`src/rtl/tuner_pkg.sv`:
```
package tuner_pkg;

   typedef enum logic [2:0] {
      ST_IDLE,
      ST_ADDR,
      ST_ADDR_ACK,
      ST_DATA,
      ST_DATA_ACK,
      ST_IGNORE
   } bus_state_e;

   typedef enum logic [2:0] {
      SL_FIRST,
      SL_DIV_LO,
      SL_CTRL,
      SL_PORT,
      SL_DONE
   } slot_e;

   typedef struct packed {
      logic       pump_hi;
      logic [2:0] test;
      logic [1:0] ref_sel;
      logic       tune_off;
   } ctrl_t;

   localparam ctrl_t CTRL_RST = '{pump_hi: 1'b0, test: 3'b001, ref_sel: 2'b00, tune_off: 1'b0};

endpackage

```
`src/rtl/tuner_bus_sync.sv`:
```
module tuner_bus_sync #(
   parameter int SYNC_STAGES = 2
) (
   input  logic clk,
   input  logic rst_n,
   input  logic scl_in,
   input  logic sda_in,
   output logic sda_lvl,
   output logic scl_rise,
   output logic scl_fall,
   output logic start_det,
   output logic stop_det
);

   if (SYNC_STAGES < 2) begin : g_bad_sync
      $error("tuner_bus_sync: SYNC_STAGES must be at least 2");
   end

   logic [SYNC_STAGES-1:0] scl_chain, sda_chain;
   logic                   scl_q, sda_q;
   logic                   scl_s, sda_s;

   assign scl_s = scl_chain[SYNC_STAGES-1];
   assign sda_s = sda_chain[SYNC_STAGES-1];

   always_ff @(posedge clk or negedge rst_n) begin
      if (!rst_n) begin
         scl_chain <= '1;
         sda_chain <= '1;
         scl_q     <= 1'b1;
         sda_q     <= 1'b1;
      end else begin
         scl_chain <= {scl_chain[SYNC_STAGES-2:0], scl_in};
         sda_chain <= {sda_chain[SYNC_STAGES-2:0], sda_in};
         scl_q     <= scl_s;
         sda_q     <= sda_s;
      end
   end

   assign sda_lvl   = sda_s;
   assign scl_rise  = scl_s & ~scl_q;
   assign scl_fall  = ~scl_s & scl_q;
   assign start_det = scl_s & scl_q & sda_q & ~sda_s;
   assign stop_det  = scl_s & scl_q & ~sda_q & sda_s;

endmodule

```
`src/rtl/tuner_byte_engine.sv`:
```
module tuner_byte_engine
   import tuner_pkg::*;
#(
   parameter logic [4:0] ADDR_FIXED = 5'b11000
) (
   input  logic       clk,
   input  logic       rst_n,
   input  logic       sda_lvl,
   input  logic       scl_rise,
   input  logic       scl_fall,
   input  logic       start_det,
   input  logic       stop_det,
   input  logic [1:0] addr_sel,
   output logic       sda_oe,
   output logic       xfer_begin,
   output logic       byte_valid,
   output logic [7:0] byte_data
);

   localparam int BITS = 8;
   localparam int CW   = $clog2(BITS + 1);

   bus_state_e    state;
   logic [CW-1:0] bit_cnt;
   logic [7:0]    shreg;
   logic          full;

   assign full = (bit_cnt == CW'(BITS));

   always_ff @(posedge clk or negedge rst_n) begin
      if (!rst_n) begin
         state      <= ST_IDLE;
         bit_cnt    <= '0;
         shreg      <= '0;
         sda_oe     <= 1'b0;
         xfer_begin <= 1'b0;
         byte_valid <= 1'b0;
         byte_data  <= '0;
      end else begin
         xfer_begin <= 1'b0;
         byte_valid <= 1'b0;
         if (start_det) begin
            state   <= ST_ADDR;
            bit_cnt <= '0;
            sda_oe  <= 1'b0;
         end else if (stop_det) begin
            state  <= ST_IDLE;
            sda_oe <= 1'b0;
         end else begin
            case (state)
               ST_ADDR, ST_DATA: begin
                  if (scl_rise && !full) begin
                     shreg   <= {shreg[6:0], sda_lvl};
                     bit_cnt <= bit_cnt + 1'b1;
                  end else if (scl_fall && full) begin
                     if (state == ST_ADDR) begin
                        if (shreg == {ADDR_FIXED, addr_sel, 1'b0}) begin
                           sda_oe     <= 1'b1;
                           xfer_begin <= 1'b1;
                           state      <= ST_ADDR_ACK;
                        end else begin
                           state <= ST_IGNORE;
                        end
                     end else begin
                        sda_oe     <= 1'b1;
                        byte_valid <= 1'b1;
                        byte_data  <= shreg;
                        state      <= ST_DATA_ACK;
                     end
                  end
               end
               ST_ADDR_ACK, ST_DATA_ACK: begin
                  if (scl_fall) begin
                     sda_oe  <= 1'b0;
                     bit_cnt <= '0;
                     state   <= ST_DATA;
                  end
               end
               default: ;
            endcase
         end
      end
   end


   ack_edge_chk: assert property (@(posedge clk) disable iff (!rst_n)
      $rose(sda_oe) |-> $past(scl_fall));


   nack_quiet_chk: assert property (@(posedge clk) disable iff (!rst_n)
      (state == ST_IGNORE) |-> (!sda_oe && !byte_valid));


   stop_release_chk: assert property (@(posedge clk) disable iff (!rst_n)
      stop_det |=> !sda_oe);

endmodule

```
`src/rtl/tuner_reg_bank.sv`:
```
module tuner_reg_bank
   import tuner_pkg::*;
#(
   parameter int DIV_W  = 15,
   parameter int PORT_W = 8
) (
   input  logic              clk,
   input  logic              rst_n,
   input  logic              xfer_begin,
   input  logic              byte_valid,
   input  logic [7:0]        byte_data,
   output logic [DIV_W-1:0]  div_q,
   output ctrl_t             ctrl_q,
   output logic [PORT_W-1:0] port_q
);

   localparam int HI_W = DIV_W - 8;

   if (HI_W < 1 || HI_W > 7) begin : g_bad_div
      $error("tuner_reg_bank: DIV_W must lie between 9 and 15");
   end
   if (PORT_W != 8) begin : g_bad_port
      $error("tuner_reg_bank: PORT_W must be 8");
   end

   slot_e           slot;
   logic [HI_W-1:0] div_hi;
   ctrl_t           ctrl_new;

   assign ctrl_new = '{pump_hi: byte_data[6], test: byte_data[5:3],
                       ref_sel: byte_data[2:1], tune_off: byte_data[0]};

   always_ff @(posedge clk or negedge rst_n) begin
      if (!rst_n) begin
         slot   <= SL_DONE;
         div_hi <= '0;
         div_q  <= '0;
         ctrl_q <= CTRL_RST;
         port_q <= '0;
      end else if (xfer_begin) begin
         slot <= SL_FIRST;
      end else if (byte_valid) begin
         case (slot)
            SL_FIRST: begin
               if (byte_data[7]) begin
                  ctrl_q <= ctrl_new;
                  slot   <= SL_PORT;
               end else begin
                  div_hi <= byte_data[HI_W-1:0];
                  slot   <= SL_DIV_LO;
               end
            end
            SL_DIV_LO: begin
               div_q <= {div_hi, byte_data};
               slot  <= SL_CTRL;
            end
            SL_CTRL: begin
               ctrl_q <= ctrl_new;
               slot   <= SL_PORT;
            end
            SL_PORT: begin
               port_q <= byte_data[PORT_W-1:0];
               slot   <= SL_DONE;
            end
            default: ;
         endcase
      end
   end


   div_upper_only_chk: assert property (@(posedge clk) disable iff (!rst_n)
      (byte_valid && slot == SL_FIRST && !byte_data[7]) |=> $stable(div_q));


   div_commit_chk: assert property (@(posedge clk) disable iff (!rst_n)
      !$stable(div_q) |-> $past(byte_valid));


   ctrl_commit_chk: assert property (@(posedge clk) disable iff (!rst_n)
      !$stable(ctrl_q) |-> $past(byte_valid));


   port_commit_chk: assert property (@(posedge clk) disable iff (!rst_n)
      !$stable(port_q) |-> $past(byte_valid));


   done_hold_chk: assert property (@(posedge clk) disable iff (!rst_n)
      (byte_valid && slot == SL_DONE) |=> ($stable(port_q) && $stable(ctrl_q) && $stable(div_q)));

endmodule

```
`src/rtl/tuner_prog_slave.sv`:
```
module tuner_prog_slave
   import tuner_pkg::*;
#(
   parameter int         DIV_W       = 15,
   parameter int         PORT_W      = 8,
   parameter int         SYNC_STAGES = 2,
   parameter logic [4:0] ADDR_FIXED  = 5'b11000
) (
   input  logic              clk,
   input  logic              rst_n,
   input  logic              scl_in,
   input  logic              sda_in,
   input  logic [1:0]        addr_sel,
   output logic              sda_oe,
   output logic [DIV_W-1:0]  div_word,
   output logic              pump_hi,
   output logic [2:0]        test_bits,
   output logic [1:0]        ref_sel,
   output logic              tune_off,
   output logic [PORT_W-1:0] port_on
);

   logic       sda_lvl, scl_rise, scl_fall, start_det, stop_det;
   logic       xfer_begin, byte_valid;
   logic [7:0] byte_data;
   ctrl_t      ctrl_q;

   tuner_bus_sync #(.SYNC_STAGES(SYNC_STAGES)) u_sync (
      .clk       (clk),
      .rst_n     (rst_n),
      .scl_in    (scl_in),
      .sda_in    (sda_in),
      .sda_lvl   (sda_lvl),
      .scl_rise  (scl_rise),
      .scl_fall  (scl_fall),
      .start_det (start_det),
      .stop_det  (stop_det)
   );

   tuner_byte_engine #(.ADDR_FIXED(ADDR_FIXED)) u_engine (
      .clk        (clk),
      .rst_n      (rst_n),
      .sda_lvl    (sda_lvl),
      .scl_rise   (scl_rise),
      .scl_fall   (scl_fall),
      .start_det  (start_det),
      .stop_det   (stop_det),
      .addr_sel   (addr_sel),
      .sda_oe     (sda_oe),
      .xfer_begin (xfer_begin),
      .byte_valid (byte_valid),
      .byte_data  (byte_data)
   );

   tuner_reg_bank #(.DIV_W(DIV_W), .PORT_W(PORT_W)) u_regs (
      .clk        (clk),
      .rst_n      (rst_n),
      .xfer_begin (xfer_begin),
      .byte_valid (byte_valid),
      .byte_data  (byte_data),
      .div_q      (div_word),
      .ctrl_q     (ctrl_q),
      .port_q     (port_on)
   );

   assign pump_hi   = ctrl_q.pump_hi;
   assign test_bits = ctrl_q.test;
   assign ref_sel   = ctrl_q.ref_sel;
   assign tune_off  = ctrl_q.tune_off;

endmodule

```
`config.mk`:
```
export PLATFORM = sky130hd
export DESIGN_NAME = tuner_prog_slave
export DESIGN_NICKNAME = d
export VERILOG_FILES = /design/src/rtl/tuner_pkg.sv /design/src/rtl/tuner_bus_sync.sv /design/src/rtl/tuner_byte_engine.sv /design/src/rtl/tuner_reg_bank.sv /design/src/rtl/tuner_prog_slave.sv
export SDC_FILE = /design/constraint.sdc
export NUM_CORES = 1
export LEC_CHECK = 0
export BUFFER_PORTS_ARGS = -buffer_cell sky130_fd_sc_hd__buf_2
export CAP_MARGIN = 10
export CORE_ASPECT_RATIO = 1.2
export CORE_UTILIZATION = 57
export DETAILED_ROUTE_END_ITERATION = 8
export PLACE_DENSITY = 0.86
export SYNTH_ARGS = -nofsm -noshare
export SYNTH_HDL_FRONTEND = slang
export SYNTH_SLANG_ARGS = --single-unit
```
`constraint.sdc`:
```
create_clock -name clk -period 2.1 [get_ports clk]
set_input_delay 0.105 -clock clk [delete_from_list [all_inputs] [get_ports clk]]
set_output_delay 0.105 -clock clk [all_outputs]
set_load 0.02 [all_outputs]
```
Word level (Yosys, flattened, before mapping):

Cells that the tools add are included.
W data, S select, Z words.

* logic and storage cells: 115
* register bits after elaboration: 72
* output and inout bits: 31

* bitwise logic cells: 17
* add/subtract/negate cells: 1
* multiplexer cells: 40
* reduce and logical (&&, ||, !) cells: 21
* eq/ne operators: 17

Operator list (count)
* $mux W3: 9
* $mux W1: 20
* $reduce_and A4 Y1: 5
* $mux W4: 4
* $pmux W7 S2: 1
* $eq A3 B2 Y1 const B: 4
* $pmux W3 S4: 1
* $not A1 Y1: 10
* $eq A8 B8 Y1: 1
* $ne A4 B3 Y1 const B: 2
* $pmux W4 S2: 1
* $and A1 B1 Y1: 7
* $mux W7: 1
* $eq A3 B1 Y1 const B: 2
* $ne A3 B2 Y1 const B: 2
* $pmux W3 S2: 1
* $reduce_and A3 Y1: 2
* $reduce_and A6 Y1: 1
* $ne A5 B5 Y1 const B: 1
* $reduce_and A5 Y1: 1
* $reduce_bool A5 Y1: 1
* $add A4 B1 Y4 const B: 1
* $eq A4 B4 Y1 const B: 1
* $ne A2 B2 Y1 const B: 2
* 12 further kinds: 15

Depth between registers and ports, before layout:

* depth in word-level cells: 8
* mapped depth: 7

Modules after synthesis:

From an unflattened synthesis, not the netlist that was laid out.

* cell total of the unflattened synthesis: 210
* area total of the unflattened synthesis: 3074.2 sq um

By module, submodules not included
* tuner_reg_bank: instances 1, cells each 95, seq. area each 1003.5 sq um, area an instance 1592.8 sq um
* tuner_byte_engine: instances 1, cells each 105, seq. area each 650.6 sq um, area an instance 1291.2 sq um
* tuner_bus_sync: instances 1, cells each 10, seq. area each 157.7 sq um, area an instance 190.2 sq um

Least setup slack after synthesis:

Ideal clock, no wire load.

* kind: register to register
* start: register u_engine.bit_cnt[0]
* end: register u_engine.byte_data[0]
* period minus slack after synthesis: 1662 ps
* buffers on the path: 0
* setup time: 128 ps
* stages on the path, launching flop included: 7
* data required time: 1972 ps
* setup slack: 438 ps
* data arrival time: 1535 ps
* path through: dfrtp_1 inv_1 ha_1 nand3b_1 nor4_4 nand2_2 mux2_1

* word-level cells in the longest chain between the ends: 5
* elaborated cells on any way between the ends: 6
* classes of those cells: 1 x eq/ne; 1 x bitwise; 4 x reduce/logical

RTL lines
* start: declaration: line tuner_byte_engine.sv:24 `logic [CW-1:0] bit_cnt;`
* start signal: assignment: line tuner_byte_engine.sv:54 `bit_cnt <= bit_cnt + 1'b1;`
* $eq A4 B4 Y1 *: line tuner_byte_engine.sv:28 `assign full = (bit_cnt == CW'(BITS));`
* $logic_not A1 Y1: line tuner_byte_engine.sv:52 `if (scl_rise && !full) begin`
* $logic_and A1 B1 Y1: line tuner_byte_engine.sv:52
* $not A1 Y1 (no source line)
* $reduce_and A6 Y1 (no source line) *
* end signal: assignment: line tuner_byte_engine.sv:67 `byte_data <= shreg;`
* end: declaration: line tuner_byte_engine.sv:17 `output logic [7:0] byte_data`

Mark *: on every way between the ends. The rest lies on a longest branch, timed or not.
A chain may end at the register's enable or synchronous reset.

Worst setup path in the final report:

* start: register u_engine.bit_cnt[0]
* end: register u_engine.byte_data[2]

Same word-level chain as after synthesis.

==> qor.log <==
INFO  status         outcome=finished, final reports clean
INFO  floorplanning  core.rowCount=28
INFO  detailed_routing drt_iter0_drc=104
INFO  worst_setup_path critical-path-top-delay-family=simple AND/OR/NAND/NOR gates
INFO  sta            max_clock_freq=0.552GHz
INFO  global_routing first_global_vias=1,749
INFO  sta            slew_viols_final=0
INFO  sta            layout_worst_path_cycle_share=86.3%
INFO  clocking       numClockSinks=72
INFO  worst_setup_path timing_worst_setup_path_type=flip-flop to flip-flop
INFO  final_layout   syn_to_final_growth=18.9%
INFO  detailed_routing avgRoutedWirePerCell=16.1um
INFO  worst_setup_path setup.worst_path.start_class=flip-flop
INFO  floorplanning  die_w=67.9um
INFO  global_routing grt_antenna_before_repair=0
INFO  final_layout   layout.nets=264
INFO  place          portBuffers=36
INFO  clocking       h_tree_level_count=3
INFO  worst_setup_path crit_path_top_delay_cell=dfrtp_1
INFO  sta            layout_min_cycle_time=1810ps
INFO  global_routing wire_length_of_the_first_global_routing_pass=8300um
INFO  place          post_dp_cell_area=3230um^2
INFO  worst_hold_path hold_path_depth=4
INFO  sta            timing_hold_violations_final=0
INFO  worst_setup_path regToRegStartpoint=u_engine.bit_cnt[0]
INFO  yosys          syn-mean-instance-area=14.3um^2
INFO  detailed_routing drt_wl_total=5170um
INFO  worst_hold_path worstHoldStart=addr_sel[0]
INFO  yosys          yosysWarnings=0
INFO  worst_setup_path worstPathMaxFanout=9
INFO  sta            finalSetupTns=0ps
INFO  sta            max-slew-margin-rel=61.5%
INFO  power_and_ir_drop static-leakage-power=1.79nW
INFO  yosys          synth.top_cells.by_count=64 x dfrtp_1, 37 x mux2_2, 17 x mux2_1, 9 x nand2_1, 9 x nor2_1
INFO  worst_hold_path worstHoldEndpoint=u_engine.xfer_begin
INFO  power_and_ir_drop power_switching=892uW
INFO  floorplanning  floorplan.initialDensity=59.6%
INFO  yosys          yosysMostFrequentCell=dfrtp_1
INFO  final_layout   num_antenna_cells=0
INFO  detailed_routing postRouteAntennaNets=0
INFO  sta            worstMarginPinSlew=574ps
INFO  yosys          synth_sequential_area_ratio=61.1%
INFO  clocking       cts.clk_slew.worst_paths=70ps
INFO  power_and_ir_drop sequentialPowerShare=45.2%
INFO  worst_setup_path endpoint_kind=flip-flop
INFO  global_routing grt-ovfl-total=0
INFO  floorplanning  core_area=4970um^2
INFO  worst_setup_path critPathLaunch=u_engine.bit_cnt[0]
INFO  worst_setup_path crit_chain=inv_1 > ha_1 > nand3b_1 > nor4_4 > nand2_2 > mux2_1
INFO  power_and_ir_drop power.internal=2.61mW
INFO  yosys          ys_top_cells_by_area=dfrtp_1 54%, mux2_2 14%, dfstp_2 7.1%, mux2_1 6.5%, nor4_4 1.4%
INFO  power_and_ir_drop fin_total_pwr=3.50mW
INFO  final_layout   post-route-cell-area=3530um^2
INFO  yosys          synth_top_area_cell=dfrtp_1
INFO  worst_hold_path min-delay-path-class=input port to flip-flop
INFO  worst_setup_path worst-path-buf-inv=1
INFO  power_and_ir_drop power.share.clock=40.0%
INFO  power_and_ir_drop pwr_density_cell=994nW/um^2
INFO  worst_setup_path critPathRequiredTime=2330ps
INFO  place          dpl.hpwl=3430um
INFO  worst_setup_path regToRegSetupSlack=290ps
INFO  floorplanning  area_of_the_die=5500um^2
INFO  detailed_routing avgViaCountPerCell=5.59
INFO  yosys          synth_edf_count=0
INFO  clocking       cts.root.buffer_cell=clkbuf_8
INFO  worst_setup_path critical-path-max-stage-delay=420ps
INFO  detailed_routing detail_route.drc_violations=0
INFO  yosys          synthCells=207
INFO  worst_setup_path ff2ff_path_depth=6
INFO  floorplanning  die_h=81.0um
INFO  sta            rsz0062_at_grt=false
INFO  yosys          ys_async_sr_fraction=100%
INFO  worst_setup_path critPathArrivalTime=2040ps
INFO  final_layout   post_route_cells_drive_above_1_share=42.5%
INFO  clocking       worstSkewPairLatency=350ps
INFO  detailed_routing dr_total_vias=1,794
INFO  power_and_ir_drop power.combinational.fraction=14.8%
INFO  global_routing grtUsageTotal=21.5%
INFO  clocking       tritoncts_clock_tree=built
INFO  yosys          synth_top_flop_cell=dfrtp_1
INFO  power_and_ir_drop switching_share=25.4%
INFO  yosys          synthesis.area=2970um^2
INFO  yosys          synth.distinct_cells=39
INFO  clocking       clock_tree.buffer_depth=2
INFO  power_and_ir_drop max-vdd-ir-drop=0.586mV
INFO  clocking       cts_inserted_buffers=9
INFO  sta            timing.clock.skew=8.83ps
INFO  global_routing grt_max_degree=73
INFO  worst_setup_path worst_reg2reg_endpoint=u_engine.byte_data[2]
INFO  floorplanning  floorplan.io_pins=37
INFO  yosys          synth-seq-cells=72
INFO  sta            finalSetupViolCount=0
INFO  detailed_routing drtPass1Iterations=5
INFO  flow_run       drv.max_cap_violation_count=0
INFO  yosys          synth.net_count=215
INFO  yosys          netlist.area_leader.share=54.0%
INFO  clocking       postCtsResizedCells=0
INFO  place          finalWeightedCongestion=0.800
==> state kept, by name, indices dropped and copies added, names as in the netlist <==
register,count
u_engine.state,3
u_regs.slot,3
u_sync.sda_chain,2
u_sync.scl_chain,2
u_regs.div_hi,7
u_engine.byte_valid,1
u_sync.scl_q,1
u_regs.ctrl_q,7
u_regs.port_q,8
u_engine.xfer_begin,1
u_engine.bit_cnt,4
u_engine.sda_oe,1
u_regs.div_q,15
u_sync.sda_q,1
u_engine.shreg,8
u_engine.byte_data,8
==> per-stage QoR <==
| step | instances | utilization, % | setup slack (ps) | hold WS [ps] |
|---|---|---|---|---|
| 6_report | 321 | 70.9 | 288 | 275 |
| 5_1_grt | 321 | 70.9 | 159 | 305 |
| 4_1_cts | 321 | 70.9 | 297 | 267 |
| 3_5_place_dp | 302 | 65.0 | 304 | 154 |
| 3_3_place_gp | 302 | 65.0 | 362 | 157 |
| 2_1_floorplan | 207 | - | 438 | -191 |
==> worst reg2reg max path, stage by stage, from the launching register on <==
cell and delay (ps):
dfrtp_1 420, inv_1 70, ha_1 140, nand3b_1 150, nor4_4 340, nand2_2 220
mux2_1 370
==> worst max path at each step <==
stage / slack (ps) / end / depth (start not counted)
2_1_floorplan: 440 / u_engine.byte_data[0] / 6
3_3_place_gp: 360 / u_engine.xfer_begin / 5
3_5_place_dp: 300 / u_engine.byte_data[5] / 6
4_1_cts: 300 / u_engine.byte_data[5] / 6
5_1_grt: 160 / u_engine.byte_data[7] / 6
6_report: 290 / u_engine.byte_data[2] / 6
==> power groups by stage <==
stage | combinational [mW] | clock (mW) | sequential, mW
3_5_place_dp | 0.515 | 0 | 1.61
6_report | 0.518 | 1.40 | 1.58
2_1_floorplan | 0.427 | 0 | 1.57
5_1_grt | 0.579 | 1.48 | 1.60
3_3_place_gp | 0.495 | 0 | 1.61
4_1_cts | 0.522 | 1.42 | 1.58
==> layer usage <==
| metal | vias to the layer above | GRT usage (%) | routed length, um |
|---|---|---|---|
| li1 | 829 | - | - |
| met1 | 904 | 25.2 | 2220 |
| met2 | 47 | 34.8 | 2600 |
| met3 | 14 | 6.46 | 213 |
| met4 | 0 | 12.1 | 137 |
| met5 | - | 0 | 0 |
==> logic make-up (layout without fill, tap and decap cells) <==
kind of cell,count (synthesis),count (layout),synth area share (%)
xor+xnor,5,5,1.48
flops,72,72,61.1
compound gates,18,18,4.64
buf+inv,11,65,1.73
mux,54,54,20.5
fa+ha+maj,2,2,0.843
simple gates,45,45,9.74
==> placed cells by master (no fill, tap or decap), types with 6 or more instances in the layout <==
| master | count |
|---|---|
| dfrtp_1 | 64 |
| mux2_2 | 37 |
| buf_2 | 36 |
| mux2_1 | 17 |
| clkbuf_8 | 12 |
| nand2_1 | 9 |
| nor2_1 | 9 |
| dfstp_2 | 8 |
| inv_1 | 7 |
| o21ai_0 | 6 |
==> what timing repair did <==
action	CTS	global route
endpoints found under the setup margin	0	0
setup buffers	0	0
hold buffers	3	0
endpoints found under the hold margin	66	0
==> cell type report <==
class | instances | area, um^2
clock buffers | 12 | 165
multi-input cells | 124 | 1100
inverters | 7 | 26.3
clock inverters | 4 | 98.8
repair buffers | 42 | 245
well taps | 60 | 75.1
flip-flops and latches | 72 | 1810
fillers | 326 | 1450
Note: power is estimated with default switching activity, not from simulation.
